==> src/rtl/vtm_pkg.sv <==
package vtm_pkg;
    typedef enum logic [1:0] {PH_SYNC, PH_BACK, PH_ACTIVE, PH_FRONT} phase_e;
    typedef enum logic [1:0] {CT_IDLE, CT_ARM, CT_RUN} ctl_e;
endpackage

==> src/rtl/vtm_line_classifier.sv <==
module vtm_line_classifier
    import vtm_pkg::*;
#(
    parameter int CNT_W = 11,
    parameter int SYN_W = 8
) (
    input  logic             clk,
    input  logic             rst_n,
    input  logic             line_tick,
    input  logic             vsync,
    input  logic             vactive,
    output logic             emit_valid,
    output phase_e           emit_phase,
    output logic [CNT_W-1:0] emit_count,
    output logic [SYN_W-1:0] emit_sync,
    output logic             field_start
);
    localparam logic [CNT_W-1:0] CNT_MAX = '1;
    localparam logic [CNT_W-1:0] SYN_CAP = CNT_W'((1 << SYN_W) - 1);

    phase_e           ph_q, cls;
    logic [CNT_W-1:0] cnt_q;

    // classification of the current line
    always_comb begin
        if (vsync) begin
            cls = PH_SYNC;
        end else if (vactive) begin
            cls = PH_ACTIVE;
        end else begin
            unique case (ph_q)
                PH_ACTIVE, PH_FRONT: cls = PH_FRONT;
                PH_SYNC, PH_BACK:    cls = PH_BACK;
            endcase
        end
    end

    // state register
    always_ff @(posedge clk) begin
        if (!rst_n) begin
            ph_q  <= PH_BACK;
            cnt_q <= '0;
        end else if (line_tick) begin
            ph_q <= cls;
            if (cls == ph_q) begin
                if (cnt_q != CNT_MAX) cnt_q <= cnt_q + 1'b1;
            end else begin
                cnt_q <= CNT_W'(1);
            end
        end
    end

    // outputs
    always_comb begin
        emit_valid  = line_tick && (cls != ph_q);
        emit_phase  = ph_q;
        emit_count  = cnt_q;
        emit_sync   = (cnt_q > SYN_CAP) ? SYN_W'(SYN_CAP) : cnt_q[SYN_W-1:0];
        field_start = line_tick && (cls == PH_SYNC) && (ph_q != PH_SYNC);
    end

    p_cnt_saturates_r4: assert property (@(posedge clk) disable iff (!rst_n)
        (line_tick && cls == ph_q && cnt_q == CNT_MAX) |=> (cnt_q == CNT_MAX));
    p_front_needs_active_r3: assert property (@(posedge clk) disable iff (!rst_n)
        (line_tick && ph_q == PH_BACK && !vsync && !vactive) |=> (ph_q == PH_BACK));
endmodule

==> src/rtl/vtm_field_track.sv <==
module vtm_field_track
    import vtm_pkg::*;
#(
    parameter int CNT_W = 11,
    parameter int SYN_W = 8
) (
    input  logic             clk,
    input  logic             rst_n,
    input  logic             emit_valid,
    input  phase_e           emit_phase,
    input  logic [CNT_W-1:0] emit_count,
    input  logic [SYN_W-1:0] emit_sync,
    input  logic             field_start,
    input  logic             vd_rst,
    output logic [SYN_W-1:0] prev_sync,
    output logic [CNT_W-1:0] prev_back,
    output logic [CNT_W-1:0] prev_front
);
    logic [SYN_W-1:0] fld_sync, nxt_sync;
    logic [CNT_W-1:0] fld_back, nxt_back, fld_front, nxt_front;

    always_comb begin
        nxt_sync  = (emit_valid && emit_phase == PH_SYNC)  ? emit_sync  : fld_sync;
        nxt_back  = (emit_valid && emit_phase == PH_BACK)  ? emit_count : fld_back;
        nxt_front = (emit_valid && emit_phase == PH_FRONT) ? emit_count : fld_front;
    end

    always_ff @(posedge clk) begin
        if (!rst_n || vd_rst) begin
            fld_sync   <= '0;
            fld_back   <= '0;
            fld_front  <= '0;
            prev_sync  <= '0;
            prev_back  <= '0;
            prev_front <= '0;
        end else if (field_start) begin
            prev_sync  <= nxt_sync;
            prev_back  <= nxt_back;
            prev_front <= nxt_front;
            fld_sync   <= '0;
            fld_back   <= '0;
            fld_front  <= '0;
        end else begin
            fld_sync  <= nxt_sync;
            fld_back  <= nxt_back;
            fld_front <= nxt_front;
        end
    end

    p_shadow_clear_r9: assert property (@(posedge clk) disable iff (!rst_n)
        vd_rst |=> (prev_sync == '0 && prev_back == '0 && prev_front == '0));
    p_shadow_hold_r8: assert property (@(posedge clk) disable iff (!rst_n)
        (!field_start && !vd_rst) |=> ($stable(prev_back) && $stable(prev_front) && $stable(prev_sync)));
endmodule

==> src/rtl/vtm_min_ctrl.sv <==
module vtm_min_ctrl
    import vtm_pkg::*;
#(
    parameter int CNT_W      = 11,
    parameter int SYN_W      = 8,
    parameter int NUM_FIELDS = 4
) (
    input  logic             clk,
    input  logic             rst_n,
    input  logic             start,
    input  logic             emit_valid,
    input  phase_e           emit_phase,
    input  logic [CNT_W-1:0] emit_count,
    input  logic [SYN_W-1:0] emit_sync,
    input  logic             field_start,
    output logic             busy,
    output logic             done,
    output logic [SYN_W-1:0] cur_sync,
    output logic [CNT_W-1:0] cur_back,
    output logic [CNT_W-1:0] cur_front
);
    localparam int FC_W = $clog2(NUM_FIELDS + 1);
    localparam logic [FC_W-1:0] FC_LAST = FC_W'(NUM_FIELDS - 1);

    ctl_e            st_q, st_d;
    logic [FC_W-1:0] fcnt_q;
    logic            last_field;

    assign last_field = field_start && (fcnt_q == FC_LAST);

    always_comb begin
        st_d = st_q;
        unique case (st_q)
            CT_IDLE: if (start) st_d = CT_ARM;
            CT_ARM:  if (!start && field_start) st_d = CT_RUN;
            CT_RUN:  if (start) st_d = CT_ARM;
                     else if (last_field) st_d = CT_IDLE;
            default: st_d = CT_IDLE;
        endcase
    end

    always_ff @(posedge clk) begin
        if (!rst_n) begin
            st_q   <= CT_IDLE;
            fcnt_q <= '0;
        end else begin
            st_q <= st_d;
            if (st_q == CT_ARM) fcnt_q <= '0;
            else if (st_q == CT_RUN && field_start) fcnt_q <= fcnt_q + 1'b1;
        end
    end

    always_ff @(posedge clk) begin
        if (!rst_n || start) begin
            cur_sync  <= '1;
            cur_back  <= '1;
            cur_front <= '1;
            done      <= 1'b0;
        end else if (st_q == CT_RUN) begin
            if (emit_valid && emit_phase == PH_SYNC && emit_sync < cur_sync) cur_sync <= emit_sync;
            if (emit_valid && emit_phase == PH_BACK && emit_count < cur_back) cur_back <= emit_count;
            if (emit_valid && emit_phase == PH_FRONT && emit_count < cur_front) cur_front <= emit_count;
            if (last_field) done <= 1'b1;
        end
    end

    assign busy = (st_q != CT_IDLE);

    p_done_on_finish_r6: assert property (@(posedge clk) disable iff (!rst_n)
        $fell(busy) |-> done);
    p_min_never_rises_r7: assert property (@(posedge clk) disable iff (!rst_n)
        !start |=> (cur_back <= $past(cur_back) && cur_front <= $past(cur_front) && cur_sync <= $past(cur_sync)));
    p_start_rearms_r5: assert property (@(posedge clk) disable iff (!rst_n)
        start |=> (busy && !done && cur_back == '1 && cur_sync == '1));
endmodule

==> src/rtl/vtm_regif.sv <==
module vtm_regif #(
    parameter int ADDR_W = 4,
    parameter int DATA_W = 8,
    parameter int CNT_W  = 11,
    parameter int SYN_W  = 8
) (
    input  logic              clk,
    input  logic              rst_n,
    input  logic              bus_wr,
    input  logic              bus_rd,
    input  logic [ADDR_W-1:0] bus_addr,
    input  logic [DATA_W-1:0] bus_wdata,
    output logic [DATA_W-1:0] bus_rdata,
    output logic              start,
    output logic              vd_rst,
    input  logic              busy,
    input  logic              done,
    input  logic [SYN_W-1:0]  cur_sync,
    input  logic [CNT_W-1:0]  cur_back,
    input  logic [CNT_W-1:0]  cur_front,
    input  logic [SYN_W-1:0]  prev_sync,
    input  logic [CNT_W-1:0]  prev_back,
    input  logic [CNT_W-1:0]  prev_front
);
    localparam int HI_W = CNT_W - DATA_W;
    localparam logic [ADDR_W-1:0] A_CTRL  = ADDR_W'(0);
    localparam logic [ADDR_W-1:0] A_CSYN  = ADDR_W'(1);
    localparam logic [ADDR_W-1:0] A_CB_LO = ADDR_W'(2);
    localparam logic [ADDR_W-1:0] A_CB_HI = ADDR_W'(3);
    localparam logic [ADDR_W-1:0] A_CF_LO = ADDR_W'(4);
    localparam logic [ADDR_W-1:0] A_CF_HI = ADDR_W'(5);
    localparam logic [ADDR_W-1:0] A_PSYN  = ADDR_W'(6);
    localparam logic [ADDR_W-1:0] A_PB_LO = ADDR_W'(7);
    localparam logic [ADDR_W-1:0] A_PB_HI = ADDR_W'(8);
    localparam logic [ADDR_W-1:0] A_PF_LO = ADDR_W'(9);
    localparam logic [ADDR_W-1:0] A_PF_HI = ADDR_W'(10);

    logic [DATA_W-1:0] rd_val;
    logic [HI_W-1:0]   hold_q, latch_val;
    logic              latch_en, is_hi;
    logic              unused_wdata;

    assign start        = bus_wr && (bus_addr == A_CTRL) && bus_wdata[0];
    assign vd_rst       = bus_wr && (bus_addr == A_CTRL) && bus_wdata[2];
    assign unused_wdata = ^{bus_wdata[DATA_W-1:3], bus_wdata[1]};
    assign is_hi        = (bus_addr == A_CB_HI) || (bus_addr == A_CF_HI) ||
                          (bus_addr == A_PB_HI) || (bus_addr == A_PF_HI);

    always_comb begin
        rd_val    = '0;
        latch_en  = 1'b0;
        latch_val = '0;
        case (bus_addr)
            A_CTRL:  rd_val = DATA_W'({done, busy});
            A_CSYN:  rd_val = DATA_W'(cur_sync);
            A_PSYN:  rd_val = DATA_W'(prev_sync);
            A_CB_LO: begin rd_val = cur_back[DATA_W-1:0];   latch_en = 1'b1; latch_val = cur_back[CNT_W-1:DATA_W];   end
            A_CF_LO: begin rd_val = cur_front[DATA_W-1:0];  latch_en = 1'b1; latch_val = cur_front[CNT_W-1:DATA_W];  end
            A_PB_LO: begin rd_val = prev_back[DATA_W-1:0];  latch_en = 1'b1; latch_val = prev_back[CNT_W-1:DATA_W];  end
            A_PF_LO: begin rd_val = prev_front[DATA_W-1:0]; latch_en = 1'b1; latch_val = prev_front[CNT_W-1:DATA_W]; end
            A_CB_HI, A_CF_HI, A_PB_HI, A_PF_HI: rd_val = DATA_W'(hold_q);
            default: rd_val = '0;
        endcase
    end

    always_ff @(posedge clk) begin
        if (!rst_n) begin
            bus_rdata <= '0;
            hold_q    <= '0;
        end else if (bus_rd) begin
            bus_rdata <= rd_val;
            if (latch_en) hold_q <= latch_val;
        end
    end

    p_hi_upper_zero_r10: assert property (@(posedge clk) disable iff (!rst_n)
        (bus_rd && is_hi) |=> (bus_rdata[DATA_W-1:HI_W] == '0));
    p_unmapped_zero_r12: assert property (@(posedge clk) disable iff (!rst_n)
        (bus_rd && bus_addr > A_PF_HI) |=> (bus_rdata == '0));
endmodule

==> src/rtl/vert_timing_meas.sv <==
module vert_timing_meas
    import vtm_pkg::*;
#(
    parameter int ADDR_W     = 4,
    parameter int DATA_W     = 8,
    parameter int CNT_W      = 11,
    parameter int SYN_W      = 8,
    parameter int NUM_FIELDS = 4
) (
    input  logic              clk,
    input  logic              rst_n,
    input  logic              line_tick,
    input  logic              vsync,
    input  logic              vactive,
    input  logic              bus_wr,
    input  logic              bus_rd,
    input  logic [ADDR_W-1:0] bus_addr,
    input  logic [DATA_W-1:0] bus_wdata,
    output logic [DATA_W-1:0] bus_rdata
);
    logic             emit_valid, field_start, start, vd_rst, busy, done;
    phase_e           emit_phase;
    logic [CNT_W-1:0] emit_count, cur_back, cur_front, prev_back, prev_front;
    logic [SYN_W-1:0] emit_sync, cur_sync, prev_sync;

    vtm_line_classifier #(.CNT_W(CNT_W), .SYN_W(SYN_W)) u_cls (
        .clk(clk), .rst_n(rst_n), .line_tick(line_tick), .vsync(vsync), .vactive(vactive),
        .emit_valid(emit_valid), .emit_phase(emit_phase), .emit_count(emit_count),
        .emit_sync(emit_sync), .field_start(field_start));

    vtm_field_track #(.CNT_W(CNT_W), .SYN_W(SYN_W)) u_prev (
        .clk(clk), .rst_n(rst_n), .emit_valid(emit_valid), .emit_phase(emit_phase),
        .emit_count(emit_count), .emit_sync(emit_sync), .field_start(field_start),
        .vd_rst(vd_rst), .prev_sync(prev_sync), .prev_back(prev_back), .prev_front(prev_front));

    vtm_min_ctrl #(.CNT_W(CNT_W), .SYN_W(SYN_W), .NUM_FIELDS(NUM_FIELDS)) u_ctl (
        .clk(clk), .rst_n(rst_n), .start(start), .emit_valid(emit_valid),
        .emit_phase(emit_phase), .emit_count(emit_count), .emit_sync(emit_sync),
        .field_start(field_start), .busy(busy), .done(done),
        .cur_sync(cur_sync), .cur_back(cur_back), .cur_front(cur_front));

    vtm_regif #(.ADDR_W(ADDR_W), .DATA_W(DATA_W), .CNT_W(CNT_W), .SYN_W(SYN_W)) u_reg (
        .clk(clk), .rst_n(rst_n), .bus_wr(bus_wr), .bus_rd(bus_rd), .bus_addr(bus_addr),
        .bus_wdata(bus_wdata), .bus_rdata(bus_rdata), .start(start), .vd_rst(vd_rst),
        .busy(busy), .done(done), .cur_sync(cur_sync), .cur_back(cur_back),
        .cur_front(cur_front), .prev_sync(prev_sync), .prev_back(prev_back),
        .prev_front(prev_front));
endmodule

==> config.mk <==
export PLATFORM = sky130hd
export DESIGN_NAME = vert_timing_meas
export DESIGN_NICKNAME = d
export VERILOG_FILES = /design/src/rtl/vtm_pkg.sv /design/src/rtl/vtm_line_classifier.sv /design/src/rtl/vtm_field_track.sv /design/src/rtl/vtm_min_ctrl.sv /design/src/rtl/vtm_regif.sv /design/src/rtl/vert_timing_meas.sv
export SDC_FILE = /design/constraint.sdc
export NUM_CORES = 1
export LEC_CHECK = 0
export BUFFER_PORTS_ARGS = -buffer_cell sky130_fd_sc_hd__buf_2
export CELL_PAD_IN_SITES_DETAIL_PLACEMENT = 0
export CELL_PAD_IN_SITES_GLOBAL_PLACEMENT = 2
export CORE_MARGIN = 10
export CORE_UTILIZATION = 35
export CTS_CLUSTER_DIAMETER = 100
export DETAILED_ROUTE_END_ITERATION = 10
export HOLD_SLACK_MARGIN = 0.06
export PLACE_DENSITY_LB_ADDON = 0.1
export SYNTH_ARGS = -nofsm -noshare
export SYNTH_HDL_FRONTEND = slang
export SYNTH_SLANG_ARGS = --single-unit
==> constraint.sdc <==
create_clock -name clk -period 2.55 [get_ports clk]
set_input_delay 0.51 -clock clk [delete_from_list [all_inputs] [get_ports clk]]
set_output_delay 0.51 -clock clk [all_outputs]
set_load 0.01 [all_outputs]
==> results.sh, run 1 <==
export IMPL_synth_edf_count=0
export IMPL_seqPwrFrac=0.418
export IMPL_cts_inserted_buffers=17
export IMPL_cts_root_buf="clkbuf_16"
export IMPL_synthCells=669
export IMPL_yosysMostFrequentCell="dfxtp_1"
export IMPL_antenna_found_initial=0
export IMPL_clkLatencyLatePin_ns=0.42
export IMPL_power_switching_mw=1.133
export IMPL_slew_violations=0
export IMPL_postSynthAreaPerCell_um2=8.813
export IMPL_drive_gt1_frac=0.1485
export IMPL_die_width_um=149.8
export IMPL_worstMarginPinSlew_ns=1.184
export IMPL_comb_power_share=0.061
export IMPL_setup_tns_ns=0
export IMPL_antennaDiodeCount=0
export IMPL_ant_nets=0
export IMPL_ys_flop_type="dfxtp_1"
export IMPL_core_region_area_um2=16520
export IMPL_cts_tree="done"
export IMPL_gp_congestion=0.8235
export IMPL_syn_area_um2=5896
export IMPL_peakVddDrop_v=0.0006269
export IMPL_start_util=0.3568
export IMPL_drtPass1Iterations=5
export IMPL_ys_ff_latch=120
export IMPL_grt_pass1_vias=4859
export IMPL_avgViaCountPerCell=5.235
export IMPL_synth_area_top_cells="dfxtp_1 41%, mux2i_1 8.8%, ha_1 6.4%"
export IMPL_worst_setup_path_end_kind="flip-flop"
export IMPL_grtUsageTotal=0.1631
export IMPL_max_stage_delay_ns=0.43
export IMPL_grt_overflow=0
export IMPL_intPower_mw=3.425
export IMPL_fillCellCount=1656
export IMPL_place_inst=895
export IMPL_rows=47
export IMPL_fin_util=0.4189
export IMPL_post_synth_top_area_cell="dfxtp_1"
export IMPL_crit_path_start_kind="flip-flop"
export IMPL_wl_per_cell_um=18.93
export IMPL_timing_fmax_mhz=430.3
export IMPL_ys_seq_area_frac=0.4075
export IMPL_netlist_top_cells_count="120 x dfxtp_1, 89 x nor2_1, 63 x nand2_1"
export IMPL_crit_path_max_fanout=8
export IMPL_fin_crit_sh=0.9113
export IMPL_crit_chain="or3_4 -> nor2_2 -> inv_1 -> ha_1 -> a211oi_1 -> nor2_1 -> nor3_4 -> buf_4 -> mux2i_1 -> nand2_1"
export IMPL_cts_sinks=120
export IMPL_slew_headroom=0.2071
export IMPL_syn_nets=718
export IMPL_io_buffer_count=20
export IMPL_routed_wl_mm=17.55
export IMPL_crit_required_ns=2.81
export IMPL_fin_crit_ns=2.324
export IMPL_critPathSlowestCell="or3_4"
export IMPL_netlist_area_leader_share=0.4075
export IMPL_swShare=0.2486
export IMPL_cts_buffer_depth=2
export IMPL_rsz0062_at_grt="no"
export IMPL_drcViolationCount=0
export IMPL_hp_class="primary input to flip-flop"
export IMPL_finalHoldViolations=0
export IMPL_die_h_um=149.8
export IMPL_ys_types=62
export IMPL_final_setup_viol_count=0
export IMPL_htree_levels=4
export IMPL_holdWs_ns=0.3944
export IMPL_ys_warn_count=0
export IMPL_worstSetupPathType="flip-flop to flip-flop"
export IMPL_layout_setup_ws_ns=0.2262
export IMPL_p_total_mw=4.558
export IMPL_dpl_worst_slack_ns=0.008995
export IMPL_ys_async_sr_fraction=0
export IMPL_critPathArrivalTime_ns=2.59
export IMPL_ios=27
export IMPL_final_cell_count_no_fill=927
export IMPL_finalInstanceArea_um2=6923
export IMPL_power_leakage_nw=2.957
export IMPL_placed_area_um2=6317
export IMPL_nNetsFinal=743
export IMPL_grt_pass1_wl_mm=27.95
export IMPL_vias=4853
export IMPL_first_iter_violations=321
export IMPL_area_delta_synth_final_pct=17.42
export IMPL_cap_violations=0
export IMPL_grt_max_degree=36
export IMPL_clk_pin_slew_worst_paths_ns=0.06
export IMPL_dieArea_um2=22440
export IMPL_status="finished clean"
export IMPL_clockPowerShare=0.521
export IMPL_fin_skew_ns=0.006807
export IMPL_pwr_density_cell_nw_per_um2=658.4
export IMPL_hpwl_mm=13.03
[cells by family (layout without fill, tap and decap cells)]
group           count (synthesis)  after routing  synth area share
mux                            55             55           0.09402
xor+xnor                        4              4          0.005942
buf+inv                        76            114           0.05836
flops                         120            120            0.4075
compound gates                154            154            0.1785
simple gates                  230            230            0.1921
fa+ha+maj                      30             30           0.06367
[worst paths after layout]
| kind | to | cells after the start | start | slack (ns) |
|---|---|---|---|---|
| worst min register to register | u_prev.prev_front[7]$_SDFFE_PP0P_ | 2 | u_prev.prev_front[7]$_SDFFE_PP0P_ | 0.46 |
| worst max-delay path | u_ctl.cur_sync[7]$_SDFFE_PP1P_ | 10 | u_cls.emit_count[8]$_SDFFE_PN0P_ | 0.23 |
| worst max register to register | u_ctl.cur_sync[7]$_SDFFE_PP1P_ | 10 | u_cls.emit_count[8]$_SDFFE_PN0P_ | 0.23 |
| worst min-delay path | u_cls.emit_phase[0]$_SDFFE_PN1P_ | 2 | rst_n | 0.39 |
[power by group through the flow]
stage / Sequential [mW] / Combinational [mW] / Clock [mW]
final: 1.91 / 0.276 / 2.38
after global routing: 1.91 / 0.303 / 2.49
after CTS: 1.91 / 0.279 / 2.42
after detailed placement: 1.95 / 0.277 / 0
after global placement: 1.95 / 0.275 / 0
after floorplan: 1.94 / 0.183 / 0
[critical path, delay by kind of cell, from the launching register on]
family | cells | cell delay [ns]
AO/OA/AOI/OAI | 1 | 0.20
adder cells (fa/ha/maj) | 1 | 0.28
buffers and inverters | 2 | 0.24
flip-flops | 1 | 0.35
multiplexers | 1 | 0.18
AND/OR/NAND/NOR | 5 | 0.92
[per-layer routing]
metal  GRT usage  routed length [µm]  share of wire  vias up
met1      0.2080                8327           0.47     2345
met4     0.04810                 354          0.020        0
met2      0.2690                8352           0.48       66
met5           0                   0              0        -
met3     0.03714                 516          0.029       19
li1            -                   -              -     2423
[repair_timing]
action	in CTS	in global routing
hold buffers	0	0
endpoints found under the hold margin	0	0
endpoints found under the setup margin	0	8
gates resized for setup	0	6
setup buffers	0	0
[registers in the layout, summed over array words and instances (netlist names)]
signal,cells
u_prev.prev_sync,8
u_cls.emit_count,11
u_cls.emit_phase,2
u_ctl.cur_front,11
u_prev.prev_front,11
u_ctl.st_q,2
u_ctl.cur_sync,8
u_reg.bus_rdata,8
u_ctl.fcnt_q,3
u_prev.fld_front,11
u_ctl.cur_back,11
u_ctl.done,1
u_prev.fld_back,11
u_prev.fld_sync,8
u_prev.prev_back,11
u_reg.hold_q,3
[cell type report]
cell class | count | area, µm² | area share
Sequential cell | 120 | 2402 | 0.3470
Inverter | 35 | 131.4 | 0.01898
Timing Repair Buffer | 47 | 352.8 | 0.05097
Multi-Input combinational cell | 473 | 3179 | 0.4592
Tap cell | 220 | 275.3 | 0.03976
Clock inverter | 14 | 152.6 | 0.02205
Clock buffer | 18 | 429.2 | 0.06199
[placed cells by master (no fill, tap or decap), types with 3 or more instances in the layout]
cell	n
nor2b_1	6
ha_1	30
a221o_1	6
nor2_2	3
buf_2	20
nand4_1	4
and3_1	3
clkinv_4	5
a21o_1	4
clkinvlp_4	4
buf_4	23
clkbuf_16	17
nand3_1	13
o31ai_1	3
buf_12	4
a22o_1	6
nor3_1	10
o2111ai_1	4
nor2_1	86
o21ai_1	3
a21oi_1	21
and2_1	3
nand2_1	63
xor2_1	4
nor3b_1	3
dfxtp_1	120
o211ai_1	7
nand2b_1	11
a22oi_1	15
inv_1	35
mux2i_1	52
or3_1	5
a211oi_1	7
o21ai_0	49
o21a_1	4
a31oi_1	6
(Power assumes the default switching activity.)
==> run 2, diff against run 1 <==
RECOVER_POWER = 25   (was not set)
==> run 2 against run 1 <==
  * Clock-buffer cell count unchanged
  * Cell count did not move
  * Sequential share of layout area rose by 0.20 points
  * Wire length fell by 0.17%
  * Combinational power down 3%
  * Via count rose by 0.10%
  * Global-route usage stayed put
  * First-iteration DRC count fell by 17%
  * Non-clock buffer count unchanged
  * Largest cell class unchanged
==> results.sh, run 2 (same netlist as run 1, synthesis figures left out) <==
export IMPL_avgViaCountPerCell=5.241
export IMPL_antenna_found_initial=0
export IMPL_fillCellCount=1666
export IMPL_routed_wl_mm=17.52
export IMPL_die_width_um=149.8
export IMPL_fin_skew_ns=0.007051
export IMPL_antennaDiodeCount=0
export IMPL_vias=4858
export IMPL_fin_crit_sh=0.9112
export IMPL_regArea_um2=2402
export IMPL_final_setup_viol_count=0
export IMPL_pwr_density_cell_nw_per_um2=661.0
export IMPL_cts_buffer_depth=2
export IMPL_first_iter_violations=268
export IMPL_start_util=0.3568
export IMPL_cts_tree="done"
export IMPL_layout_setup_ws_ns=0.2265
export IMPL_peakVddDrop_v=0.0006269
export IMPL_wl_per_cell_um=18.90
export IMPL_cap_violations=0
export IMPL_area_delta_synth_final_pct=16.74
export IMPL_reg2regPathDepth=10
export IMPL_htree_levels=4
export IMPL_rsz0062_at_grt="no"
export IMPL_grt_max_degree=36
export IMPL_final_common_cell="dfxtp_1"
export IMPL_hp_class="primary input to flip-flop"
export IMPL_die_h_um=149.8
export IMPL_drtPass1Iterations=4
export IMPL_cts_resized=0
export IMPL_crit_path_start_kind="flip-flop"
export IMPL_grtUsageTotal=0.1631
export IMPL_cts_sinks=120
export IMPL_core_region_area_um2=16520
export IMPL_finalHoldViolations=0
export IMPL_rows=47
export IMPL_clkLatencyLatePin_ns=0.42
export IMPL_critPathArrivalTime_ns=2.58
export IMPL_timing_fmax_mhz=430.4
export IMPL_crit_path_max_fanout=8
export IMPL_dpl_worst_slack_ns=0.008995
export IMPL_swShare=0.2484
export IMPL_fin_crit_ns=2.324
export IMPL_status="finished clean"
export IMPL_worstMarginPinSlew_ns=1.198
export IMPL_multiInputGateArea_um2=3173
export IMPL_power_switching_mw=1.130
export IMPL_comb_power_share=0.059
export IMPL_clk_pin_slew_worst_paths_ns=0.06
export IMPL_seqPwrFrac=0.419
export IMPL_grt_overflow=0
export IMPL_cts_root_buf="clkbuf_16"
export IMPL_min_path_cells=2
export IMPL_ios=27
export IMPL_worstSetupPathType="flip-flop to flip-flop"
export IMPL_grt_pass1_wl_mm=27.95
export IMPL_grt_pass1_vias=4859
export IMPL_dieArea_um2=22440
export IMPL_nNetsFinal=743
export IMPL_drive_gt1_frac=0.1315
export IMPL_cts_inserted_buffers=17
export IMPL_finalInstanceArea_um2=6883
export IMPL_hpwl_mm=13.03
export IMPL_intPower_mw=3.419
export IMPL_gp_congestion=0.8235
export IMPL_cts_hold_buf=0
export IMPL_post_cts_buffers=0
export IMPL_io_buffer_count=20
export IMPL_power_leakage_nw=2.906
export IMPL_mostFrequentLayoutCells="120 x dfxtp_1, 86 x nor2_1, 63 x nand2_1"
export IMPL_regToRegSetupSlack_ns=0.23
export IMPL_placed_area_um2=6317
export IMPL_drcViolationCount=0
export IMPL_ant_nets=0
export IMPL_slew_headroom=0.1975
export IMPL_clockPowerShare=0.522
export IMPL_worst_setup_path_end_kind="flip-flop"
export IMPL_crit_required_ns=2.81
export IMPL_slew_violations=0
==> run 2: final timing paths <==
kind                                      from                                 to
max           u_cls.emit_count[8]$_SDFFE_PN0P_     u_ctl.cur_sync[7]$_SDFFE_PP1P_
min                                      vsync   u_cls.emit_phase[1]$_SDFFE_PN0P_
max reg2reg   u_cls.emit_count[8]$_SDFFE_PN0P_     u_ctl.cur_sync[7]$_SDFFE_PP1P_
min reg2reg  u_prev.prev_front[7]$_SDFFE_PP0P_  u_prev.prev_front[7]$_SDFFE_PP0P_
==> run 2: critical path, stage by stage, from the launching register on <==
cell and delay (ns):
dfxtp_1 0.35, or3_4 0.43, nor2_2 0.14, inv_1 0.06
ha_1 0.28, a211oi_1 0.20, nor2_1 0.10, nor3_4 0.19
buf_4 0.18, mux2i_1 0.18, nand2_1 0.06
==> run 2: layout make-up <==
type / count / share of cell area
multi-input combinational: 473 / 0.4610
clock inverter: 14 / 0.02218
tap: 220 / 0.03999
clock buffer: 18 / 0.06235
sequential: 120 / 0.3490
inverter: 35 / 0.01909
timing repair buffer: 47 / 0.04636
==> run 2: power by group through the flow <==
stage	Clock, mW	Sequential, mW	Combinational, mW
final	2.37	1.91	0.269
after detailed placement	0	1.95	0.277
after floorplan	0	1.94	0.183
after CTS	2.42	1.91	0.279
after global routing	2.49	1.91	0.295
after global placement	0	1.95	0.275
==> run 2: routing by layer <==
layer | track usage | vias to the layer above | part of all wire
li1 | - | 2421 | -
met1 | 0.2080 | 2354 | 0.47
met2 | 0.2690 | 67 | 0.48
met3 | 0.03714 | 16 | 0.030
met4 | 0.04810 | 0 | 0.019
met5 | 0 | - | 0
==> run 2: through the flow <==
step	cells	utilization	TNS, ns	hold slack (ns)	total power [mW]
final	927	0.4165	0	0.4490	4.550
after global routing	927	0.4165	0	0.4695	4.698
after CTS	927	0.4175	0	0.3864	4.604
after detailed placement	895	0.3823	0	0.4461	2.225
after global placement	895	0.3823	-0.03425	0.4310	2.223
after floorplan	669	-	0	0.4168	2.121
==> run 3, diff against run 2 <==
PLACE_DENSITY = 0.79   (was not set)
PLACE_DENSITY_LB_ADDON = not set   (was 0.1)
==> run 3 against run 2 <==
  * Flip-flop and latch count unchanged
  * First-iteration DRC count is 23% higher
  * Utilization rose by 0.56 points
  * Non-clock buffer count is 3 higher
  * Critical path type unchanged
  * Critical endpoint is now u_ctl.cur_sync[1]$_SDFFE_PP1P_
  * Largest power group unchanged
==> results.sh, run 3 (same netlist as run 1, synthesis figures left out) <==
export IMPL_clk_pin_slew_worst_paths_ns=0.06
export IMPL_vias=5009
export IMPL_mostFrequentLayoutCells="119 x dfxtp_1, 86 x nor2_1, 63 x nand2_1"
export IMPL_crit_path_start_kind="flip-flop"
export IMPL_area_delta_synth_final_pct=18.31
export IMPL_min_path_cells=3
export IMPL_fin_skew_ns=0.008523
export IMPL_cts_inserted_buffers=17
export IMPL_drtPass1Iterations=5
export IMPL_power_leakage_nw=2.956
export IMPL_htree_levels=4
export IMPL_core_region_area_um2=16520
export IMPL_status="finished clean"
export IMPL_clkLatencyLatePin_ns=0.42
export IMPL_cap_violations=0
export IMPL_fillCellCount=1653
export IMPL_timing_fmax_mhz=409.7
export IMPL_reg2regPathDepth=9
export IMPL_ant_nets=0
export IMPL_hpwl_mm=12.46
export IMPL_die_width_um=149.8
export IMPL_cts_root_buf="clkbuf_16"
export IMPL_regToRegSetupSlack_ns=0.11
export IMPL_nNetsFinal=747
export IMPL_slew_headroom=0.2469
export IMPL_antenna_found_initial=0
export IMPL_grtUsageTotal=0.1602
export IMPL_hold_end="u_ctl.st_q[0]$_SDFFE_PN0P_"
export IMPL_dieArea_um2=22440
export IMPL_rr_startpoint="u_cls.emit_count[9]$_SDFFE_PN0P_"
export IMPL_worstSetupPathType="flip-flop to flip-flop"
export IMPL_grt_overflow=0
export IMPL_cts_buffer_depth=2
export IMPL_die_h_um=149.8
export IMPL_slew_violations=0
export IMPL_final_common_cell="dfxtp_1"
export IMPL_avgViaCountPerCell=5.380
export IMPL_pwr_density_cell_nw_per_um2=676.7
export IMPL_cts_tree="done"
export IMPL_drcViolationCount=0
export IMPL_io_buffer_count=20
export IMPL_grt_pass1_vias=4992
export IMPL_routed_wl_mm=17.32
export IMPL_holdCritStartpoint="bus_wr"
export IMPL_fin_crit_sh=0.9572
export IMPL_final_setup_viol_count=0
export IMPL_cts_sinks=120
export IMPL_hp_class="primary input to flip-flop"
export IMPL_start_util=0.3568
export IMPL_fin_util=0.4221
export IMPL_worstMarginPinSlew_ns=1.124
export IMPL_antennaDiodeCount=0
export IMPL_peakVddDrop_v=0.0005156
export IMPL_holdWs_ns=0.4428
export IMPL_critPathArrivalTime_ns=2.69
export IMPL_drive_gt1_frac=0.1421
export IMPL_first_iter_violations=329
export IMPL_cts_hold_buf=0
export IMPL_ios=27
export IMPL_rows=47
export IMPL_worst_setup_path_end_kind="flip-flop"
export IMPL_grt_pass1_wl_mm=27.86
export IMPL_grt_max_degree=36
export IMPL_gp_congestion=0.8603
export IMPL_r2r_end="u_ctl.cur_sync[1]$_SDFFE_PP1P_"
export IMPL_crit_required_ns=2.80
export IMPL_finalHoldViolations=0
export IMPL_crit_path_max_fanout=6
export IMPL_wl_per_cell_um=18.60
export IMPL_fin_crit_ns=2.441
run 3: cell count changes in the layout (fill, tap and decap cells not counted), moves of 2 or more:
cell	change
nor2_4	+2
clkinv_2	+2
clkbuf_1	-2
bufinv_16	+2
clkinv_4	-5
nor2_2	-2
buf_4	+4
run 3: worst max path at each step:
stage	to	start
after detailed placement	u_ctl.cur_sync[1]$_SDFFE_PP1P_	u_cls.emit_count[8]$_SDFFE_PN0P_
after floorplan	u_ctl.cur_sync[6]$_SDFFE_PP1P_	u_cls.emit_count[8]$_SDFFE_PN0P_
after global placement	u_ctl.cur_sync[1]$_SDFFE_PP1P_	u_cls.emit_count[8]$_SDFFE_PN0P_
after CTS	u_ctl.cur_sync[1]$_SDFFE_PP1P_	u_cls.emit_count[8]$_SDFFE_PN0P_
after global routing	u_ctl.cur_sync[6]$_SDFFE_PP1P_	u_cls.emit_count[9]$_SDFFE_PN0P_
final	u_ctl.cur_sync[1]$_SDFFE_PP1P_	u_cls.emit_count[9]$_SDFFE_PN0P_
run 3: layout make-up:
class | count | area, µm² | area share
Clock buffer | 19 | 442.9 | 0.06350
Clock inverter | 13 | 177.7 | 0.02547
Inverter | 35 | 131.4 | 0.01883
Multi-Input combinational cell | 474 | 3198 | 0.4585
Sequential cell | 120 | 2404 | 0.3446
Tap cell | 220 | 275.3 | 0.03946
Timing Repair Buffer | 50 | 346.6 | 0.04969
run 3: timing repair:
item                                    in CTS  in global routing
endpoints found under the setup margin       5                  8
cloned                                       1                  0
pin swaps                                    1                  4
gates resized for setup                      1                  9
setup buffers                                0                  1
run 3: layer usage:
metal | global-route usage | wire [µm] | vias to the layer above | share of wire
li1 | - | - | 2436 | -
met3 | 0.04136 | 782 | 24 | 0.045
met4 | 0.05248 | 317 | 0 | 0.018
met2 | 0.2529 | 8015 | 116 | 0.46
met5 | 0 | 0 | - | 0
met1 | 0.2086 | 8199 | 2433 | 0.47
run 3: stage by stage:
stage	total power, mW	area, µm²	std cells	setup TNS, ns	setup WS [ns]
floorplan	2.121	5896	669	0	0.1715
finish	4.721	6975	931	0	0.1092
detailed placement	2.230	6332	897	-0.1073	-0.03274
global placement	2.226	6332	897	-0.1085	-0.03047
CTS	4.770	6969	930	0	0.03170
global route	4.877	6975	931	-0.07966	-0.03487
run 3: power by group:
group          internal, mW  switching, mW  total (mW)
sequential             1.89         0.0172        1.91
combinational        0.0922          0.183       0.275
clock                  1.65          0.888        2.54
run 3: worst max-delay path, stage by stage (launching register included):
cell and delay, ns:
dfxtp_2 0.34, or3_4 0.43, nor2_4 0.12, inv_1 0.06, ha_1 0.29, a21oi_1 0.16, o211ai_1 0.19, nor3_4 0.39
mux2i_1 0.23, nand2_1 0.07
